<file path="src/rtl/sbas_pkg.sv">
package sbas_pkg;
  typedef enum logic [1:0] {
    PH_IDLE  = 2'd0,
    PH_TAKE  = 2'd1,
    PH_WRITE = 2'd2,
    PH_DROP  = 2'd3
  } phase_t;
endpackage

</file>
<file path="src/rtl/sbas_bin_acc.sv">
module sbas_bin_acc #(
  parameter int SAMPLE_W = 17,
  parameter int SUM_W    = 20,
  parameter int ID_W     = 2,
  parameter int BIN_LEN  = 6
) (
  input  logic                clk,
  input  logic                rst_n,
  input  logic                add_en,
  input  logic                clr,
  input  logic [SAMPLE_W-1:0] smp,
  input  logic [ID_W-1:0]     smp_id,
  output logic [SUM_W-1:0]    sum,
  output logic [ID_W-1:0]     sender,
  output logic                bin_last
);
  localparam int CNT_W = $clog2(BIN_LEN + 1);

  logic [CNT_W-1:0] cnt;

  // the sample being added now closes the bin
  assign bin_last = (cnt == CNT_W'(BIN_LEN - 1));

  always_ff @(posedge clk) begin
    if (!rst_n) begin
      sum    <= '0;
      cnt    <= '0;
      sender <= '0;
    end else if (clr) begin
      sum <= '0;
      cnt <= '0;
    end else if (add_en) begin
      sum    <= sum + SUM_W'(smp);
      cnt    <= cnt + 1'b1;
      sender <= smp_id;
    end
  end
endmodule

</file>
<file path="src/rtl/sbas_height_scale.sv">
module sbas_height_scale #(
  parameter int SUM_W      = 20,
  parameter int TRUNC_LSB  = 15,
  parameter int HEIGHT_W   = 8,
  parameter int HEIGHT_MAX = 72
) (
  input  logic [SUM_W-1:0]    sum,
  output logic [HEIGHT_W-1:0] height
);
  localparam int PROD_W  = SUM_W + 2;
  localparam int FIELD_W = PROD_W - TRUNC_LSB;

  logic [PROD_W-1:0]  prod;
  logic [FIELD_W-1:0] field;

  // times three as sum + 2*sum; averaging by six and scaling share this step
  assign prod  = {2'b00, sum} + {1'b0, sum, 1'b0};
  assign field = FIELD_W'(prod >> TRUNC_LSB);

  always_comb begin
    if (HEIGHT_W'(field) > HEIGHT_W'(HEIGHT_MAX)) height = HEIGHT_W'(HEIGHT_MAX);
    else                                          height = HEIGHT_W'(field);
  end
endmodule

</file>
<file path="src/rtl/sbas_page_buf.sv">
module sbas_page_buf #(
  parameter int ADDR_W = 4,
  parameter int DATA_W = 8
) (
  input  logic              clk,
  input  logic              rst_n,
  input  logic              wr_en,
  input  logic [ADDR_W-1:0] wr_addr,
  input  logic [DATA_W-1:0] wr_data,
  input  logic [ADDR_W-1:0] rd_addr,
  output logic [DATA_W-1:0] rd_data
);
  localparam int DEPTH = 1 << ADDR_W;

  logic [DATA_W-1:0] ent [DEPTH];

  for (genvar e = 0; e < DEPTH; e++) begin : g_ent
    logic [DATA_W-1:0] q;
    always_ff @(posedge clk) begin
      if (!rst_n)                                  q <= '0;
      else if (wr_en && wr_addr == ADDR_W'(e))     q <= wr_data;
    end
    assign ent[e] = q;
  end

  assign rd_data = ent[rd_addr];
endmodule

</file>
<file path="src/rtl/sbas_frame_ctrl.sv">
module sbas_frame_ctrl
  import sbas_pkg::*;
#(
  parameter int IDX_W     = 3,
  parameter int ID_W      = 2,
  parameter int COL_W     = 5,
  parameter int COL_FIRST = 2,
  parameter int COL_LAST  = 22,
  parameter int SKIP_LEN  = 16
) (
  input  logic             clk,
  input  logic             rst_n,
  input  logic             start,
  input  logic             smp_valid,
  output logic             smp_ready,
  input  logic             bin_last,
  input  logic [ID_W-1:0]  sender,
  output logic             acc_add,
  output logic             acc_clr,
  output logic             buf_we,
  output logic [IDX_W:0]   buf_waddr,
  output logic             run,
  output logic             run_page,
  output logic [COL_W-1:0] run_col,
  output logic [ID_W-1:0]  run_sender
);
  localparam int SKIP_W = $clog2(SKIP_LEN + 1);

  phase_t            phase;
  logic              armed;
  logic              page;
  logic [IDX_W-1:0]  idx;
  logic [COL_W-1:0]  col;
  logic [SKIP_W-1:0] skip;
  logic              take;

  assign smp_ready = armed && (phase == PH_TAKE || phase == PH_DROP);
  assign take      = smp_valid && smp_ready;
  assign acc_add   = take && (phase == PH_TAKE);
  assign acc_clr   = (phase == PH_WRITE);
  assign buf_we    = (phase == PH_WRITE);
  assign buf_waddr = {page, idx};

  always_ff @(posedge clk) begin
    if (!rst_n) begin
      phase      <= PH_IDLE;
      armed      <= 1'b0;
      page       <= 1'b0;
      idx        <= '0;
      col        <= COL_W'(COL_FIRST);
      skip       <= '0;
      run        <= 1'b0;
      run_page   <= 1'b0;
      run_col    <= '0;
      run_sender <= '0;
    end else begin
      run <= 1'b0;
      if (take)            armed <= 1'b0;
      else if (!smp_valid) armed <= 1'b1;
      unique case (phase)
        PH_IDLE: if (start) begin
          phase <= PH_TAKE;
          idx   <= '0;
          col   <= COL_W'(COL_FIRST);
          skip  <= '0;
        end
        PH_TAKE: if (take && bin_last) phase <= PH_WRITE;
        PH_WRITE: begin
          if (idx == '1) begin
            run        <= 1'b1;
            run_page   <= page;
            run_col    <= col;
            run_sender <= sender;
            page       <= ~page;
            idx        <= '0;
            if (col == COL_W'(COL_LAST)) begin
              phase <= PH_DROP;
              skip  <= '0;
            end else begin
              col   <= col + 1'b1;
              phase <= PH_TAKE;
            end
          end else begin
            idx   <= idx + 1'b1;
            phase <= PH_TAKE;
          end
        end
        PH_DROP: if (take) begin
          if (skip == SKIP_W'(SKIP_LEN - 1)) phase <= PH_IDLE;
          else                               skip  <= skip + 1'b1;
        end
        default: phase <= PH_IDLE;
      endcase
    end
  end
endmodule

</file>
<file path="src/rtl/spec_bin_scaler.sv">
module spec_bin_scaler #(
  parameter int SAMPLE_W      = 17,
  parameter int ID_W          = 2,
  parameter int BIN_LEN       = 6,
  parameter int BINS_PER_PAGE = 8,
  parameter int HEIGHT_W      = 8,
  parameter int HEIGHT_MAX    = 72,
  parameter int TRUNC_LSB     = 15,
  parameter int COL_FIRST     = 2,
  parameter int COL_LAST      = 22,
  parameter int SKIP_LEN      = 16,
  localparam int SUM_W  = SAMPLE_W + $clog2(BIN_LEN),
  localparam int IDX_W  = $clog2(BINS_PER_PAGE),
  localparam int ADDR_W = IDX_W + 1,
  localparam int COL_W  = $clog2(COL_LAST + 1)
) (
  input  logic                clk,
  input  logic                rst_n,
  input  logic                start,
  input  logic                smp_valid,
  output logic                smp_ready,
  input  logic [SAMPLE_W-1:0] smp_data,
  input  logic [ID_W-1:0]     smp_sender,
  input  logic [ADDR_W-1:0]   rd_addr,
  output logic [HEIGHT_W-1:0] rd_data,
  output logic                run,
  output logic                run_page,
  output logic [COL_W-1:0]    run_col,
  output logic [ID_W-1:0]     run_sender
);
  logic [SUM_W-1:0]    bin_sum;
  logic [ID_W-1:0]     bin_sender;
  logic                bin_last;
  logic                acc_add;
  logic                acc_clr;
  logic                buf_we;
  logic [ADDR_W-1:0]   buf_waddr;
  logic [HEIGHT_W-1:0] buf_wdata;

  sbas_frame_ctrl #(
    .IDX_W(IDX_W), .ID_W(ID_W), .COL_W(COL_W),
    .COL_FIRST(COL_FIRST), .COL_LAST(COL_LAST), .SKIP_LEN(SKIP_LEN)
  ) u_ctrl (
    .clk(clk), .rst_n(rst_n), .start(start),
    .smp_valid(smp_valid), .smp_ready(smp_ready),
    .bin_last(bin_last), .sender(bin_sender),
    .acc_add(acc_add), .acc_clr(acc_clr),
    .buf_we(buf_we), .buf_waddr(buf_waddr),
    .run(run), .run_page(run_page), .run_col(run_col), .run_sender(run_sender)
  );

  sbas_bin_acc #(
    .SAMPLE_W(SAMPLE_W), .SUM_W(SUM_W), .ID_W(ID_W), .BIN_LEN(BIN_LEN)
  ) u_acc (
    .clk(clk), .rst_n(rst_n), .add_en(acc_add), .clr(acc_clr),
    .smp(smp_data), .smp_id(smp_sender),
    .sum(bin_sum), .sender(bin_sender), .bin_last(bin_last)
  );

  sbas_height_scale #(
    .SUM_W(SUM_W), .TRUNC_LSB(TRUNC_LSB),
    .HEIGHT_W(HEIGHT_W), .HEIGHT_MAX(HEIGHT_MAX)
  ) u_scale (
    .sum(bin_sum), .height(buf_wdata)
  );

  sbas_page_buf #(
    .ADDR_W(ADDR_W), .DATA_W(HEIGHT_W)
  ) u_buf (
    .clk(clk), .rst_n(rst_n),
    .wr_en(buf_we), .wr_addr(buf_waddr), .wr_data(buf_wdata),
    .rd_addr(rd_addr), .rd_data(rd_data)
  );
endmodule

</file>
<file path="config.mk">
export PLATFORM = sky130hd
export DESIGN_NAME = spec_bin_scaler
export DESIGN_NICKNAME = d
export VERILOG_FILES = /design/src/rtl/sbas_pkg.sv /design/src/rtl/sbas_bin_acc.sv /design/src/rtl/sbas_height_scale.sv /design/src/rtl/sbas_page_buf.sv /design/src/rtl/sbas_frame_ctrl.sv /design/src/rtl/spec_bin_scaler.sv
export SDC_FILE = /design/constraint.sdc
export NUM_CORES = 1
export LEC_CHECK = 0
export BUFFER_PORTS_ARGS = -buffer_cell sky130_fd_sc_hd__buf_4
export CELL_PAD_IN_SITES_DETAIL_PLACEMENT = 1
export CELL_PAD_IN_SITES_GLOBAL_PLACEMENT = 1
export CORE_MARGIN = 2
export CORE_UTILIZATION = 40
export DETAILED_ROUTE_END_ITERATION = 7
export GPL_ROUTABILITY_DRIVEN = 1
export MAX_ROUTING_LAYER = met4
export PLACE_DENSITY_LB_ADDON = 0.1
export SLEW_MARGIN = 20
export SYNTH_ARGS = -nofsm -noshare
export SYNTH_HDL_FRONTEND = slang
export SYNTH_HIERARCHICAL = 1
export SYNTH_SLANG_ARGS = --single-unit
</file>
<file path="constraint.sdc">
create_clock -name clk -period 3.6 [get_ports clk]
set_input_delay 0.72 -clock clk [delete_from_list [all_inputs] [get_ports clk]]
set_output_delay 0.72 -clock clk [all_outputs]
set_load 0.05 [all_outputs]
</file>
# --- After elaboration in Yosys (flattened, before gate mapping) ---
# Index checks and enable logic that the tools add are counted.
classes:
  addsub: 6
  n_lt_le_gt_ge: 2
  eq_ne: 30
  muxes: 25
  bitwise_logic: 4
  n_reduce_logical: 34
ops:
  columns: ["op", "n"]
  rows:
  - ["$mux W5", 8]
  - ["$bmux W8 S4", 1]
  - ["$eq A4 B4 Y1 const B", 8]
  - ["$add A20 B21 Y22", 1]
  - ["$add A20 B17 Y20", 1]
  - ["$logic_and A1 B1 Y1", 20]
  - ["$eq A4 B3 Y1 const B", 4]
  - ["$mux W8", 2]
  - ["$pmux W5 S3", 1]
  - ["$ne A2 B2 Y1 const B", 7]
  - ["$mux W2", 6]
  - ["$add A5 B1 Y5 const B", 2]
  - ["$pmux W5 S2", 1]
  - ["$eq A4 B2 Y1 const B", 2]
  - ["$pmux W2 S4", 1]
  - ["$reduce_and A2 Y1", 4]
  - ["$reduce_and A4 Y1", 2]
  - ["$gt A7 B7 Y1 const B", 1]
  - ["$mux W7", 1]
  - ["$add A3 B1 Y3 const B", 2]
  - ["$eq A3 B3 Y1 const B", 2]
  - ["$mux W3", 2]
  - ["$pmux W3 S2", 1]
  - ["$reduce_and A6 Y1", 1]
  - ["other kinds (16)", 20]
totals:
  ff_bits: 179
  inputBits: 27

# --- Longest topological paths before layout ---
# Gate-level depths: netlist of run 1.
depth:
  word_depth: 7
  ltp_mapped: 13
  mapped_depth_nobuf: 10

# --- Cells and area by module ---
# Netlist of run 1, hierarchy kept.
modules_own_cells:
  columns: ["module", "instances", "cells_each", "area_per_inst_um2"]
  rows:
  - ["sbas_page_buf", 1, 683, 6273.5]
  - ["sbas_bin_acc", 1, 234, 1880.6]
  - ["sbas_frame_ctrl", 1, 132, 1221.2]
  - ["sbas_height_scale", 1, 114, 850.8]

# --- Worst setup path before layout of run 1 ---
# Ideal clock, no wire load.
synth_path:
  path_kind: "input to output"
  startpoint: "in rd_addr[1]"
  endpoint: "out rd_data[4]"
  arrival_ps: 1969
  slack_ps: 911
  stages: 6
  path_buffers: 3
  path_cell_list: "buf_6 > buf_6 > buf_2 > mux4_2 > a22oi_1 > nand2_1"
synth_between:
  elab_chain_cells: 4
synth_lines:
  columns: ["element", "line", "rtl"]
  rows:
  - ["start: declaration", "spec_bin_scaler.sv:24", "input logic [ADDR_W-1:0] rd_addr,"]
  - ["$not A4 Y5 (implied by the code)", "sbas_page_buf.sv:26", "assign rd_data = ent[rd_addr];"]
  - ["$bmux W8 S4", "sbas_page_buf.sv:26", null]
  - ["$mux W8 (implied by the code) (2 in a row)", "sbas_page_buf.sv:26", null]
  - ["end: declaration", "spec_bin_scaler.sv:25", "output logic [HEIGHT_W-1:0] rd_data,"]
# No other way between the ends. The select of a mux whose other input is x is not followed.

# --- Worst setup path after layout of run 1 ---
layout_path:
  startpoint: "in rd_addr[1]"
  endpoint: "out rd_data[1]"
# Same word-level chain as after synthesis.

==> impl_metrics.json, run 1 <==
{
  "switchingPower_mw": 1.074,
  "numPortBuffers": 44,
  "hold_end": "u_ctrl/run_col[4]",
  "synthArstFlopShare": 0,
  "crit_fanout": 29,
  "die_h_um": 163.9,
  "power_switching_share": 0.2558,
  "p_per_area_nw_per_um2": 372.7,
  "cp_slowest_stage_delay_ns": 0.58,
  "path_cells": "buf_4 > mux4_2 > a22oi_1 > nand2_1 > buf_4",
  "timing.rr.start": "u_acc/sum[1]",
  "p_int_mw": 3.125,
  "insertedDiodeCount": 0,
  "ctsHoldBuffers": 0,
  "path_common_cell": "buf_4",
  "drtIter0Drc": 529,
  "synth_fa_ha_area_frac": 0.05579,
  "insertion_delay_ns": 0.43,
  "finalCritPeriodShare": 0.8350,
  "outcome": "finished clean",
  "wl_um": 30780,
  "hpwl_um": 18710,
  "path_clk_slew_ns": 0.08,
  "gp_congestion": 0.8360,
  "fmax_ghz": 0.3327,
  "grt_max_degree": 71,
  "synth_fp_nets": 1235,
  "worst_slack_ns": 0.5939,
  "min_path_type": "register to register",
  "detail_route.vias_per_cell": 5.990,
  "critical_path.slowest_cell": "mux4_2",
  "ant_nets": 0,
  "synth_top_family_by_area": "compound AO/OA/AOI/OAI gates",
  "grt_pass1_vias": 9182,
  "synth-edff-count": 0,
  "antenna_found_initial": 0,
  "p_total_mw": 4.200,
  "clockBufferDepth": 2,
  "combPwrFrac": 0.061,
  "rsz0062_at_grt": "false",
  "htreeDepth": 4,
  "synthDistinctLibCells": 89,
  "maxCapViolCount": 0,
  "start_util": 0.4073,
  "critical_path_arrival_ns": 2.29,
  "power_frac_seq": 0.475,
  "ys.warnings.count": 6,
  "rows": 58,
  "cts.sinks": 179,
  "finalSetupViolCount": 0,
  "timing.rr.end": "u_buf/g_ent[15].q[2]",
  "synth.area.mux_share": 0.08198,
  "min_from": "u_ctrl/run_col[4]",
  "syn_inst": 1163,
  "worst_pin_slew_ns": 1.008,
  "root_buffer": "clkbuf_16",
  "cts_tree": "built",
  "synth_ff_type": "dfxtp_1",
  "min_path_cells": 2,
  "r2r_slack_ns": 0.71,
  "ctsResizeCount": 0,
  "finalHoldViolCount": 0,
  "grt_pass1_wl_um": 50190,
  "rr_worst_depth": 11,
  "fin_crit_ns": 3.006,
  "cts-buffers-inserted": 17,
  "cp-start-kind": "input pin",
  "grt_usage": 0.2435,
  "wl_per_cell_um": 20.77,
  "avgSynthCellArea_um2": 8.793,
  "crit_type": "input pin to output port",
  "final.setup.tns_ns": 0,
  "relSlewSlack": 0.3264,
  "cts_setup_buffers": 0,
  "synth_compound_area_frac": 0.2680,
  "area_growth_pct": 10.18,
  "final_nets": 1211,
  "skew_ns": 0.01554,
  "ir_drop_uv": 225.7,
  "critPathTopFamily": "buffers and inverters",
  "critPathBufInv": 2,
  "p_leak_nw": 4.064,
  "layout-drive-gt1-share": 0.1510,
  "worstPathRequired_ns": 2.88,
  "ys_ff_latch": 179,
  "yosys.area_share.simple": 0.1697,
  "ys_seq_area_frac": 0.3504,
  "synth.cell_area_um2": 10230,
  "vias": 8877,
  "crit_path_end_kind": "output port",
  "num_io_pins": 45,
  "final_max_slew_viol_count": 0,
  "dp_slack_ns": 0.5759,
  "grt_overflow": 0,
  "fp.dieArea_um2": 26860,
  "drt_first_pass_iters": 5,
  "die_w_um": 163.9,
  "core_um2": 25110,
  "drc": 0,
  "power_frac_clock": 0.463,
  "synth_xor_area_frac": 0.01456
}
## flip-flops by register name, indices dropped and copies added, names as in the netlist
name / flops
u_ctrl/col: 5
u_ctrl/run_col: 5
u_ctrl/run_page: 1
u_acc/sum: 20
u_ctrl/phase: 2
u_ctrl/idx: 3
u_buf/g_ent.q: 128
u_acc/sender: 2
u_ctrl/armed: 1
u_ctrl/run_sender: 2
u_ctrl/skip: 5
u_ctrl/page: 1
u_ctrl/run: 1
u_acc/cnt: 3
## routing by layer
| metal | global-route usage | share of wire | up-vias |
|---|---|---|---|
| met2 | 0.4114 | 0.49 | 148 |
| met1 | 0.3130 | 0.47 | 4471 |
| met5 | - | 0 | - |
| met3 | 0.03232 | 0.030 | 27 |
| li1 | - | - | 4231 |
| met4 | 0.05024 | 0.012 | 0 |
## cell usage after synthesis, drive strengths merged (14+ instances only)
cell | n | area, µm²
dfxtp | 179 | 3583
nand3 | 153 | 770.7
o21ai | 152 | 764.5
a21boi | 131 | 983.4
clkbuf | 73 | 297.8
nand2 | 57 | 224.0
nor2 | 46 | 175.2
a21oi | 44 | 220.2
ha | 44 | 550.5
buf | 40 | 255.2
mux4 | 32 | 735.7
a22oi | 19 | 142.6
inv | 14 | 52.55
## cell type report
cell class,instances,area [µm²]
timing repair buffer,70,538.0
inverter,14,52.55
multi-input combinational,857,6065
tap,330,412.9
fill,2947,13840
clock inverter,13,162.7
clock buffer,19,452.9
sequential,179,3583
## logic make-up (layout without fill, tap and decap cells)
kind of cell,after synthesis,in the layout
and+or+nand+nor,337,337
other,1,1
xor gates and xnor gates,17,17
buffers and inverters,127,116
adders and majority gates,45,45
muxes,42,42
AOI/OAI and AO/OA,415,415
DFF,179,179
## power groups by stage
| stage | Sequential (mW) | Combinational, mW | Clock, mW |
|---|---|---|---|
| 6_report | 2.00 | 0.257 | 1.95 |
| 5_1_grt | 2.00 | 0.281 | 2.07 |
| 4_1_cts | 2.00 | 0.259 | 1.99 |
| 3_5_place_dp | 2.04 | 0.258 | 0 |
| 3_3_place_gp | 2.04 | 0.257 | 0 |
| 2_1_floorplan | 2.04 | 0.186 | 0 |
## metrics by stage
| step | utilization | instance area, µm² | hold WS (ns) | cells |
|---|---|---|---|---|
| after floorplan | - | 10230 | 0.4285 | 1163 |
| after global placement | 0.4242 | 10650 | 0.4443 | 1450 |
| after CTS | 0.4487 | 11270 | 0.4534 | 1482 |
| after detailed placement | 0.4242 | 10650 | 0.4513 | 1450 |
| final | 0.4487 | 11270 | 0.4597 | 1482 |
| after global routing | 0.4487 | 11270 | 0.4877 | 1482 |
## how the worst max path moves through the flow
stage / startpoint / end / slack, ns / cells after the start
floorplan: rd_addr[1] / rd_data[4] / 0.91 / 6
global placement: rd_addr[1] / rd_data[5] / 0.62 / 5
detailed placement: rd_addr[1] / rd_data[5] / 0.58 / 5
CTS: rd_addr[1] / rd_data[5] / 0.58 / 5
global route: u_acc/sum[1] / u_buf/g_ent[0].q[5] / 0.46 / 9
finish: rd_addr[1] / rd_data[1] / 0.59 / 5
## cells in the final DEF, fill, tap and decap left out, drive strengths merged, types with 3 or more instances in the layout
cell type	Yosys	routed
or2	4	4
a21oi	44	44
a311oi	3	3
a22oi	19	19
a211oi	6	6
nand3b	4	4
o211ai	3	3
or3	7	7
buf	40	70
a31oi	7	7
nor2b	10	10
a21boi	131	131
nand4	10	10
xnor2	11	11
ha	44	44
and3	11	11
a21o	11	11
nand2	57	57
o2111ai	4	4
nor2	46	46
o21ai	152	152
and2	8	8
clkinv	0	7
xor2	6	6
mux2i	8	8
nand2b	7	7
mux4	32	32
nand3	153	153
o21a	6	6
o21bai	3	3
clkbuf	73	19
and3b	4	4
nor3	10	10
a211o	3	3
inv	14	19
dfxtp	179	179
## tightest hold or removal path: cells and delay by family (launching register included)
family	cells	cell delay, ns
compound gates	1	0.05
flops	1	0.31
simple gates	1	0.05
(Power assumes the default switching activity.)
==> run 2, diff against run 1 <==
==> constraint.sdc (replaced) <==
create_clock -name clk -period 2.57 [get_ports clk]
set_input_delay 0.514 -clock clk [delete_from_list [all_inputs] [get_ports clk]]
set_output_delay 0.514 -clock clk [all_outputs]
set_load 0.05 [all_outputs]
==> impl_metrics.json, run 2 (same netlist as run 1, synthesis figures left out) <==
{
  "outcome": "complete, but fails checks",
  "violations": "negative setup slack",
  "antenna_found_initial": 0,
  "largest_reg_flops": 128,
  "crit_path_end_kind": "register",
  "grt_max_degree": 79,
  "grt_usage": 0.2517,
  "rows": 58,
  "clockBufferDepth": 2,
  "hpwl_um": 20280,
  "vias": 9164,
  "die_h_um": 163.9,
  "fp.dieArea_um2": 26860,
  "relSlewSlack": 0.3295,
  "crit_fanout": 8,
  "layout-drive-gt1-share": 0.2555,
  "finalHoldViolCount": 0,
  "maxCapViolCount": 0,
  "whs_ns": 0.2953,
  "cts_tree": "built",
  "crit_type": "register to register",
  "drc": 0,
  "path_cells": "ha_4 > a21o_1 > or2_4 > a311oi_2 > a2bb2oi_4 > nand2_2 > buf_6 > nand3_2 > a31oi_4 > buf_8 > nand3_2 > a21boi_2",
  "cp-start-kind": "register",
  "regMostFlops": "u_buf/g_ent.q",
  "min_from": "smp_valid",
  "area_growth_pct": 20.48,
  "wl_um": 32730,
  "cts.sinks": 179,
  "crit_start": "u_acc/sum[17]",
  "path_common_cell": "nand3_2",
  "final_cells": 1555,
  "power_frac_seq": 0.482,
  "numPortBuffers": 44,
  "root_buffer": "clkbuf_16",
  "min_path_type": "input pin to register",
  "drt_first_pass_iters": 5,
  "grt_overflow": 0,
  "detail_route.vias_per_cell": 5.893,
  "insertion_delay_ns": 0.43,
  "ant_nets": 0,
  "rsz0062_at_grt": "true",
  "combPwrFrac": 0.074,
  "drtIter0Drc": 783,
  "htreeDepth": 4,
  "finalSetupViolCount": 44,
  "finalCritPeriodShare": 1.022,
  "insertedDiodeCount": 0,
  "worst_slack_ns": -0.05663,
  "final_max_slew_viol_count": 0,
  "layout_commonest_cell": "dfxtp_1",
  "critical_path.slowest_cell": "a311oi_2",
  "p_leak_nw": 4.420,
  "largestRegisters": "u_buf/g_ent.q x128, u_acc/sum x20",
  "grt_pass1_wl_um": 52120,
  "timing.rr.start": "u_acc/sum[17]",
  "skew_ns": 0.01419,
  "core_um2": 25110,
  "p_per_area_nw_per_um2": 470.4,
  "dp.cells": 1510,
  "final_nets": 1284,
  "final_cell_mix": "162 x dfxtp_1, 137 x nand3_1, 135 x o21ai_0",
  "gp_congestion": 0.8369,
  "path_clk_slew_ns": 0.07,
  "fmax_ghz": 0.3807,
  "power_switching_share": 0.2610,
  "power_frac_clock": 0.444,
  "final_core_util": 0.4907,
  "worst_pin_slew_ns": 1.004,
  "ctsHoldBuffers": 0,
  "final.setup.tns_ns": -0.8173,
  "dp_slack_ns": -0.1295,
  "worstPathRequired_ns": 2.93,
  "switchingPower_mw": 1.512,
  "die_w_um": 163.9,
  "critical_path_arrival_ns": 2.99,
  "wl_per_cell_um": 21.05,
  "ir_drop_uv": 374.4,
  "num_io_pins": 45,
  "p_int_mw": 4.283,
  "cts-buffers-inserted": 17,
  "cp_slowest_stage_delay_ns": 0.35,
  "grt_pass1_vias": 9651,
  "start_util": 0.4073,
  "fin_crit_ns": 2.627
}
-- run 2: cell types whose count changed in the layout (fill, tap and decap cells not counted), moves of 10 or more --
cell / before / now
nand3_2: 1 / 11
ha_4: 0 / 13
dfxtp_1: 179 / 162
dfxtp_2: 0 / 10
ha_1: 44 / 30
buf_4: 69 / 129
nand3_1: 152 / 137
-- run 2: path summary, 6_finish.rpt --
kind	cells past startpoint	slack, ns	endpoint
worst max-delay path	12	-0.06	u_buf/g_ent[6].q[2]
worst min-delay path	2	0.30	u_ctrl/armed
worst max register to register	12	-0.06	u_buf/g_ent[6].q[2]
worst min register to register	2	0.46	u_ctrl/run_sender[1]
-- run 2: stage by stage --
step | instance area (µm²) | power, mW
after floorplan | 10230 | 3.116
after global placement | 11130 | 3.256
after detailed placement | 11130 | 3.259
after CTS | 11890 | 5.843
after global routing | 12320 | 6.013
final | 12320 | 5.795
-- run 2: metal layers --
| metal | share of wire | up-vias | GRT usage |
|---|---|---|---|
| met5 | 0 | - | - |
| met4 | 0.011 | 0 | 0.05941 |
| met3 | 0.030 | 27 | 0.02929 |
| met2 | 0.50 | 142 | 0.4347 |
| met1 | 0.45 | 4620 | 0.3155 |
| li1 | - | 4375 | - |
-- run 2: timing repair --
action / CTS / global route
gates resized for setup: 31 / 78
pin swaps: 6 / 29
buffers inserted: 3 / 7
cloned: 1 / 3
hold endpoints to repair: 0 / 0
setup endpoints to repair: 82 / 97
-- run 2: final cells by class --
| cell class | count | area [µm²] |
|---|---|---|
| Clock buffer | 20 | 446.7 |
| Sequential cell | 179 | 3622 |
| Tap cell | 330 | 412.9 |
| Clock inverter | 12 | 115.1 |
| Inverter | 14 | 56.30 |
| Fill cell | 2945 | 12790 |
| Multi-Input combinational cell | 857 | 6495 |
| Timing Repair Buffer | 143 | 1172 |
-- run 2: critical path, delay by kind of cell, from the launching register on --
| family | cells | cell delay [ns] |
|---|---|---|
| adder cells (fa/ha/maj) | 1 | 0.23 |
| AND/OR/NAND/NOR | 4 | 0.56 |
| flip-flops | 1 | 0.34 |
| buffers and inverters | 2 | 0.31 |
| AO/OA/AOI/OAI | 5 | 1.12 |
-- run 2: power groups by stage --
stage,combinational (mW),clock [mW],sequential [mW]
finish,0.426,2.58,2.79
floorplan,0.261,0,2.85
global route,0.461,2.76,2.80
global placement,0.397,0,2.86
detailed placement,0.399,0,2.86
CTS,0.410,2.64,2.80
